==> src/rtl/wwd_pkg.sv <==
package wwd_pkg;

  typedef enum logic [1:0] {
    ST_POR    = 2'd0,
    ST_CLOSED = 2'd1,
    ST_OPEN   = 2'd2,
    ST_PULSE  = 2'd3
  } wdState_t;

  // Strobes sent from the control FSM to the datapath every cycle.
  typedef struct packed {
    logic     timerClr;
    logic     svcClr;
    logic     svcInc;
    wdState_t phase;
  } wdStrobes_t;

endpackage

==> src/rtl/wwd_datapath.sv <==
module wwd_datapath
  import wwd_pkg::*;
#(
  parameter int WD_TICKS    = 80,
  parameter bit CLOSED_LONG = 1'b1,
  parameter bit QUARTER_POR = 1'b0,
  parameter int SVC_NEEDED  = 3
) (
  input  logic       clk,
  input  logic       rstN,
  input  logic       tick,
  input  logic       serviceIn,
  input  wdStrobes_t strobes,
  output logic       timerDone,
  output logic       svcFall,
  output logic       svcFull
);

  localparam int LONG_T   = (WD_TICKS * 4) / 5;
  localparam int SHORT_T  = (WD_TICKS * 2) / 5;
  localparam int CLOSED_T = CLOSED_LONG ? LONG_T : SHORT_T;
  localparam int OPEN_T   = CLOSED_LONG ? SHORT_T : LONG_T;
  localparam int PULSE_T  = (WD_TICKS / 40 < 1) ? 1 : WD_TICKS / 40;
  localparam int CW       = $clog2(WD_TICKS + 1);
  localparam int SCW      = $clog2(SVC_NEEDED + 1);

  logic [CW-1:0]  porLimit;
  logic [CW-1:0]  limit;
  logic [CW-1:0]  tmr;
  logic           svcMeta, svcSync, svcPrev;
  logic [SCW-1:0] svcCnt;

  // Power-on delay length: full watchdog time or a quarter of it.
  generate
    if (QUARTER_POR) begin : g_porQuarter
      assign porLimit = CW'((WD_TICKS / 4 < 1) ? 1 : WD_TICKS / 4);
    end else begin : g_porFull
      assign porLimit = CW'(WD_TICKS);
    end
  endgenerate

  always_comb begin
    unique case (strobes.phase)
      ST_POR:    limit = porLimit;
      ST_CLOSED: limit = CW'(CLOSED_T);
      ST_OPEN:   limit = CW'(OPEN_T);
      default:   limit = CW'(PULSE_T);
    endcase
  end

  assign timerDone = tick && (tmr == limit - CW'(1));

  always_ff @(posedge clk or negedge rstN) begin
    if (!rstN) begin
      tmr <= '0;
    end else if (strobes.timerClr) begin
      tmr <= '0;
    end else if (tick) begin
      tmr <= tmr + CW'(1);
    end
  end

  // Two-stage synchronizer plus one history stage for edge detection.
  always_ff @(posedge clk or negedge rstN) begin
    if (!rstN) begin
      svcMeta <= 1'b1;
      svcSync <= 1'b1;
      svcPrev <= 1'b1;
    end else begin
      svcMeta <= serviceIn;
      svcSync <= svcMeta;
      svcPrev <= svcSync;
    end
  end

  assign svcFall = svcPrev && !svcSync;

  // Consecutive good-service counter, saturating at SVC_NEEDED.
  always_ff @(posedge clk or negedge rstN) begin
    if (!rstN) begin
      svcCnt <= '0;
    end else if (strobes.svcClr) begin
      svcCnt <= '0;
    end else if (strobes.svcInc && (svcCnt != SCW'(SVC_NEEDED))) begin
      svcCnt <= svcCnt + SCW'(1);
    end
  end

  assign svcFull = (svcCnt == SCW'(SVC_NEEDED));

endmodule

==> src/rtl/wwd_control.sv <==
module wwd_control
  import wwd_pkg::*;
(
  input  logic       clk,
  input  logic       rstN,
  input  logic       supplyOk,
  input  logic       timerDone,
  input  logic       svcFall,
  input  logic       svcFull,
  output wdStrobes_t strobes,
  output logic       resetN,
  output logic       enableN
);

  wdState_t state, nextState;

  always_comb begin
    nextState        = state;
    strobes.timerClr = 1'b0;
    strobes.svcClr   = 1'b0;
    strobes.svcInc   = 1'b0;
    strobes.phase    = state;
    if (!supplyOk) begin
      // Supply loss overrides everything and restarts the power-on delay.
      nextState        = ST_POR;
      strobes.timerClr = 1'b1;
      strobes.svcClr   = 1'b1;
    end else begin
      unique case (state)
        ST_POR: begin
          if (timerDone) begin
            nextState        = ST_CLOSED;
            strobes.timerClr = 1'b1;
          end
        end
        ST_CLOSED: begin
          if (svcFall) begin
            // Early service wins over the closed-window expiry.
            nextState        = ST_PULSE;
            strobes.timerClr = 1'b1;
            strobes.svcClr   = 1'b1;
          end else if (timerDone) begin
            nextState        = ST_OPEN;
            strobes.timerClr = 1'b1;
          end
        end
        ST_OPEN: begin
          if (svcFall) begin
            // Good service wins over the open-window timeout.
            nextState        = ST_CLOSED;
            strobes.timerClr = 1'b1;
            strobes.svcInc   = 1'b1;
          end else if (timerDone) begin
            nextState        = ST_PULSE;
            strobes.timerClr = 1'b1;
            strobes.svcClr   = 1'b1;
          end
        end
        default: begin
          if (timerDone) begin
            nextState        = ST_CLOSED;
            strobes.timerClr = 1'b1;
          end
        end
      endcase
    end
  end

  always_ff @(posedge clk or negedge rstN) begin
    if (!rstN) begin
      state <= ST_POR;
    end else begin
      state <= nextState;
    end
  end

  assign resetN  = (state == ST_CLOSED) || (state == ST_OPEN);
  assign enableN = !(resetN && svcFull);

endmodule

==> src/rtl/window_watchdog.sv <==
module window_watchdog
  import wwd_pkg::*;
#(
  parameter int WD_TICKS    = 80,
  parameter bit CLOSED_LONG = 1'b1,
  parameter bit QUARTER_POR = 1'b0
) (
  input  logic clk,
  input  logic rstN,
  input  logic tick,
  input  logic supplyOk,
  input  logic serviceIn,
  output logic resetN,
  output logic enableN
);

  localparam int SVC_NEEDED = 3;

  wdStrobes_t strobes;
  logic       timerDone;
  logic       svcFall;
  logic       svcFull;

  wwd_datapath #(
    .WD_TICKS   (WD_TICKS),
    .CLOSED_LONG(CLOSED_LONG),
    .QUARTER_POR(QUARTER_POR),
    .SVC_NEEDED (SVC_NEEDED)
  ) u_datapath (
    .clk      (clk),
    .rstN     (rstN),
    .tick     (tick),
    .serviceIn(serviceIn),
    .strobes  (strobes),
    .timerDone(timerDone),
    .svcFall  (svcFall),
    .svcFull  (svcFull)
  );

  wwd_control u_control (
    .clk      (clk),
    .rstN     (rstN),
    .supplyOk (supplyOk),
    .timerDone(timerDone),
    .svcFall  (svcFall),
    .svcFull  (svcFull),
    .strobes  (strobes),
    .resetN   (resetN),
    .enableN  (enableN)
  );

endmodule

==> config.mk <==
export PLATFORM = sky130hd
export DESIGN_NAME = window_watchdog
export DESIGN_NICKNAME = d
export VERILOG_FILES = /design/src/rtl/wwd_pkg.sv /design/src/rtl/wwd_datapath.sv /design/src/rtl/wwd_control.sv /design/src/rtl/window_watchdog.sv
export SDC_FILE = /design/constraint.sdc
export NUM_CORES = 1
export LEC_CHECK = 0
export ABC_AREA = 1
export BUFFER_PORTS_ARGS = -buffer_cell sky130_fd_sc_hd__buf_2
export CELL_PAD_IN_SITES_DETAIL_PLACEMENT = 1
export CELL_PAD_IN_SITES_GLOBAL_PLACEMENT = 2
export CORE_ASPECT_RATIO = 0.7
export CORE_UTILIZATION = 33
export DETAILED_ROUTE_END_ITERATION = 10
export PLACE_DENSITY = 0.84
export SLEW_MARGIN = 30
export SYNTH_ARGS = -nofsm -noshare
export SYNTH_HDL_FRONTEND = slang
export SYNTH_SLANG_ARGS = --single-unit
==> constraint.sdc <==
create_clock -name clk -period 1.7 [get_ports clk]
set_input_delay 0.425 -clock clk [delete_from_list [all_inputs] [get_ports clk]]
set_output_delay 0.425 -clock clk [all_outputs]
set_load 0.02 [all_outputs]
==> reports/metrics.cfg, run 1 <==
[sta]
rsz0062_at_grt=yes
fin_crit_sh=0.9795
fmaxAchievable_mhz=600.5
slew-limit-headroom=0.7096
worst_slew_pin_slew_ns=0.4323
layout_setup_ws_ns=0.03482
hold_viol=0
min_period_ns=1.665
drv_slew=0
hold_ws_ns=0.02579
fin_skew_ns=0.005658
setup-violations-final=0

[floorplanning]
die_w_um=61.38
initial_core_util=0.3633
dieArea_sq_um=2674
rows=14
dieHeight_um=43.57
ios=7
core_sq_um=2242

[cts]
hold_buffers=0
cts_tree=built
htree_levels=1
cts_root_buffer=clkbuf_4
cts.clk_slew.worst_paths_ns=0.08
cts_buffer_depth=2
cts_sinks=14
cts_buffers=3
clk_latency_ns=0.27

[logic_synthesis]
async_reset_ff_frac=1.000
yosysMostFrequentCell=nand2_1
synth.avg_cell_area_sq_um=7.908
yosys_warnings=0
ys.flop_type=dfrtp_1
synth_top_area_frac=0.3379
synth_common_cells=nand2_1 (23), inv_1 (15), nor2_1 (15)
synth.area.top_cells=dfrtp_1 (34%), nand2_1 (11%), dfstp_2 (9.7%)
synth-seq-area-share=0.4347
yosysTopAreaCell=dfrtp_1
synth_fp_nets=114
synth_edf_count=0
synth_cell_types=18
ys_seq_elements=14
synthCells=103
syn-cell-area_sq_um=814.5

[layout]
fin_nets=128
antenna-diode-count=0
drive_above_1_share=0.2759
fill_cells=303
multi_input_area_sq_um=426.7
syn_to_final_growth_pct=19.05
final_util=0.4325
seq_area_sq_um=354.1
instances_no_fill=148

[global_route]
antenna_found_initial=0
grt_pass1_vias=734
grt_first_pass_wirelength_mm=3.346
grt_overflow_total=0
track_usage=0.1778
grt_max_degree=15

[power]
total_power_uw=840.3
p_leak_nw=0.4645
ir_worst_vdd_uv=426.4
power_density_nw_per_um2=866.6

[route]
drc=0
drtIter0Drc=20
ant_nets=0
first_pass_iters=4
routed_wl_mm=1.884
wl_per_cell_um=12.73
vias=687
viasPerCell=4.642

[worst_setup_path]
worstPathRequired_ns=1.27
path_max_fanout=7
critPathKind=register to primary output
rr_startpoint=u_control.state[0]
endpoint_kind=primary output
regToRegSetupSlack_ns=0.15
reg2reg_depth=12
r2r_end=u_control.state[0]
start_kind=register
cp_data_arrival_time_ns=1.24

[placed_design]
post-place-cells=141
port_buffers=6
place_worst_setup_slack_ns=-0.05269
place_hpwl_mm=1.469
place.gp.congestion=0.8477

[status]
outcome=completed

[hold_path]
min_path_type=input pin to async pin

[flow_run]
cap_violations=0

==> cells in the final DEF, fill, tap and decap left out, drive strengths merged <==
cell / synthesis / routed
nand3: 3 / 3
o21ai: 5 / 5
mux2: 1 / 1
ha: 6 / 6
xor2: 3 / 3
dfstp: 3 / 3
buf: 0 / 9
dfrtp: 11 / 11
a31oi: 3 / 3
nor2: 16 / 16
nor3: 5 / 5
nand2: 27 / 27
nand4: 1 / 1
inv: 17 / 17
a21oi: 2 / 2
clkbuf: 0 / 4
==> registers in the layout (all words and copies together), names as in the netlist <==
signal,count
u_datapath.tmr,7
u_control.state,2
u_datapath.svcCnt,2
u_datapath.svcMeta,1
u_datapath.svcPrev,1
u_datapath.svcSync,1
==> critical path, stage by stage, from the launching register on <==
cell	delay (ns)
dfrtp_1	0.39
inv_2	0.08
ha_4	0.32
nand2_2	0.06
buf_6	0.12
==> through the flow <==
stage                     area [sq um]  setup TNS (ns)
after global placement           884.6               0
after global routing             969.7        -0.01456
after floorplan                  814.5               0
final                            969.7               0
after CTS                        938.4               0
after detailed placement         884.6        -0.07012
==> metal layers <==
metal | vias up | wire (um) | track usage
li1 | 346 | - | -
met1 | 331 | 1044 | 0.2790
met2 | 6 | 774 | 0.2435
met3 | 4 | 46 | 0.01791
met4 | 0 | 19 | 0.08000
met5 | - | 0 | 0
==> cell families (layout without fill, tap and decap cells) <==
family,after synthesis,after routing,synth area share
AOI/OAI and AO/OA,10,10,0.06605
xor gates and xnor gates,3,3,0.03226
adders and majority gates,6,6,0.09216
buffers and inverters,17,30,0.07834
DFF,14,14,0.4347
muxes,1,1,0.01382
and+or+nand+nor,52,52,0.2826
==> repair_timing <==
| action | in CTS | in global routing |
|---|---|---|
| gates cloned | 0 | 0 |
| setup endpoints to repair | 6 | 13 |
| resized for setup | 3 | 11 |
| pin swaps | 0 | 2 |
| buffers inserted | 2 | 1 |
==> area by class of cell <==
type / count / area share
repair buffers: 9 / 0.06065
flip-flops and latches: 14 / 0.3652
well taps: 32 / 0.04129
inverters: 17 / 0.06581
multi-input cells: 72 / 0.4400
clock buffers: 4 / 0.02710
==> power breakdown <==
| group | internal [mW] | leakage [nW] | total, mW | switching (mW) |
|---|---|---|---|---|
| sequential | 0.354 | 0.182 | 0.370 | 0.0162 |
| clock | 0.0908 | 0.0150 | 0.190 | 0.0992 |
| combinational | 0.112 | 0.267 | 0.280 | 0.168 |
| total | 0.556 | 0.465 | 0.840 | 0.284 |
==> worst max path at each step <==
| stage | slack, ns | endpoint | startpoint |
|---|---|---|---|
| after global placement | 0.02 | u_control.state[0] | u_control.state[0] |
| after global routing | -0.01 | enableN | u_control.state[1] |
| after detailed placement | -0.05 | u_control.state[0] | u_control.state[0] |
| after floorplan | 0.1 | u_datapath.tmr[4] | u_control.state[0] |
| after CTS | 0.02 | enableN | u_control.state[0] |
| final | 0.03 | enableN | u_control.state[0] |
Note: power is estimated with default switching activity, not from simulation.
==> inputs of run 2 (changes only) <==
Settings changed: BUFFER_PORTS_ARGS -buffer_cell sky130_fd_sc_hd__buf_2 to unset, CORE_UTILIZATION 33 to 35, DONT_BUFFER_PORTS set to 1, PLACE_DENSITY 0.84 to 0.83, REMOVE_ABC_BUFFERS set to 1.
==> reports/metrics.cfg, run 2 (synthesis gave the netlist of run 1 again) <==
[route]
wl_per_cell_um=12.64  ; -0.71%
ant_nets=0  ; unchanged
viasPerCell=4.660  ; +0.38%
drc=0  ; unchanged
routed_wl_mm=1.820  ; -3.4%
first_pass_iters=4  ; unchanged
drtIter0Drc=14  ; -30%
vias=671  ; -2.3%

[power]
power.switching_uw=276.3  ; -2.7%
swShare=0.3309  ; -0.006880
p_leak_nw=0.4606  ; -0.85%
p_int_uw=558.6  ; +0.38%
pwr-share-clk=0.235  ; +0.009
ir_worst_vdd_uv=409.6  ; -3.9%
power_density_nw_per_um2=883.8  ; +2.0%
total_power_uw=834.9  ; -0.65%
combPwrFrac=0.323  ; -0.010
p_seq_frac=0.442  ; about the same

[worst_setup_path]
endpoint_kind=primary output
cp-startpoint=u_control.state[1]
cp_data_arrival_time_ns=1.21  ; -0.03 ns
slowest_delay_ns=0.39  ; about the same
worst_path_dominant_cell_family=flip-flops
crit_path_cell_trace=inv_2, ha_4, buf_6, nand2_4
critPathKind=register to primary output
rr_startpoint=u_control.state[1]
cpMaxStageDelayCell=dfrtp_1
start_kind=register
path_buf_inv=2  ; unchanged
path_max_fanout=5  ; -2
worstPathRequired_ns=1.27  ; about the same

[layout]
reg_top3=u_datapath.tmr: 7 flops, u_control.state: 2 flops, u_datapath.svcCnt: 2 flops
instances_no_fill=144  ; -2.7%
syn_to_final_growth_pct=15.98
final_area_sq_um=944.7  ; -2.6%
final_common_cell=nand2_1
fin_nets=124  ; -3.1%
antenna-diode-count=0  ; unchanged
largest_reg_flops=7  ; unchanged
most-common-layout-cells=nand2_1 (22), nor2_1 (15), inv_1 (13), dfrtp_1 (11)
drive_above_1_share=0.1964  ; -0.07943
largest-register=u_datapath.tmr

[floorplanning]
dieArea_sq_um=2527  ; -5.5%
ios=7  ; unchanged
die_w_um=59.66  ; -2.8%
core_sq_um=2172  ; -3.1%
rows=14  ; unchanged
initial_core_util=0.3750  ; +0.01172
dieHeight_um=42.36  ; -2.8%

[global_route]
grt_first_pass_wirelength_mm=3.167  ; -5.3%
track_usage=0.1747  ; -0.003116
grt_overflow_total=0  ; unchanged
grt_max_degree=15  ; unchanged
antenna_found_initial=0  ; unchanged
grt_pass1_vias=685  ; -6.7%

[placed_design]
place.gp.congestion=0.7565  ; -11%
port_buffers=0  ; -6
post-place-cells=137  ; -2.8%
place_area_sq_um=869.6  ; -1.7%
place_hpwl_mm=1.432  ; -2.5%

[sta]
fmaxAchievable_mhz=612.7  ; +2.0%
setup-violations-final=0  ; unchanged
fin_crit_sh=0.9601  ; -0.01942
hold_viol=0  ; unchanged
drv_slew=0  ; unchanged
slew-limit-headroom=0.5666  ; -0.1430
min_period_ns=1.632  ; -0.03301 ns
worst_slew_pin_slew_ns=0.6480  ; +0.2157 ns
fin_skew_ns=0.009566  ; +0.003908 ns

[cts]
htree_levels=1  ; unchanged
cts_tree=built
cts_root_buffer=clkbuf_4
cts_buffers=3  ; unchanged
cts.clk_slew.worst_paths_ns=0.08  ; about the same
cts_buffer_depth=2  ; unchanged
cts_sinks=14  ; unchanged
clk_latency_ns=0.28  ; about the same

[flow_run]
cap_violations=0  ; unchanged

[hold_path]
min_from=serviceIn
min_path_type=input pin to register

[status]
outcome=completed

## run 2: cell type report
cell class              instances  area, sq um
fillers                       284         1227
multi-input cells              72        416.7
flip-flops and latches         14        354.1
inverters                      17        63.81
repair buffers                  5        43.79
well taps                      32        40.04
clock buffers                   4        26.28
## run 2: final timing paths
check                                endpoint  slack, ns  cells after the start
max                                   enableN       0.07                      4
min                        u_datapath.svcMeta       0.14                      0
max reg2reg                u_control.state[0]       0.12                     12
min reg2reg                u_datapath.svcSync       0.36                      0
max in group asynchronous  u_control.state[1]       0.67                      1
min in group asynchronous   u_datapath.tmr[2]       0.61                      1
## run 2: what timing repair did
action                     CTS  global route
setup endpoints to repair    3             3
resized for setup            4             2
pin swaps                    0             0
hold endpoints to repair    14             0
buffers inserted             1             1
hold buffers                 1             0
## run 2: power groups by stage
stage | Combinational [mW] | Sequential (mW) | Clock [mW]
CTS | 0.257 | 0.369 | 0.207
finish | 0.270 | 0.369 | 0.196
floorplan | 0.146 | 0.372 | 0
global route | 0.302 | 0.372 | 0.222
detailed placement | 0.213 | 0.377 | 0
global placement | 0.205 | 0.375 | 0
## run 2: per-stage QoR
step	hold slack, ns	worst slack [ns]	setup TNS (ns)	util
final	0.1441	0.06783	0	0.4349
after global routing	0.1192	-0.02528	-0.04446	0.4349
after floorplan	0.1294	0.09527	0	-
after CTS	0.1307	0.0004466	0	0.4274
after global placement	0.1298	0.1448	0	0.4003
after detailed placement	0.1297	0.009611	0	0.4003
## run 2: metal layers
layer / track usage / share of wire / wire length (um) / up-vias
met5: 0 / 0 / 0 / -
met2: 0.2533 / 0.45 / 815 / 9
met4: 0.06977 / 0.0049 / 9 / 0
li1: - / - / - / 337
met1: 0.2574 / 0.52 / 943 / 323
met3: 0.02778 / 0.029 / 52 / 2
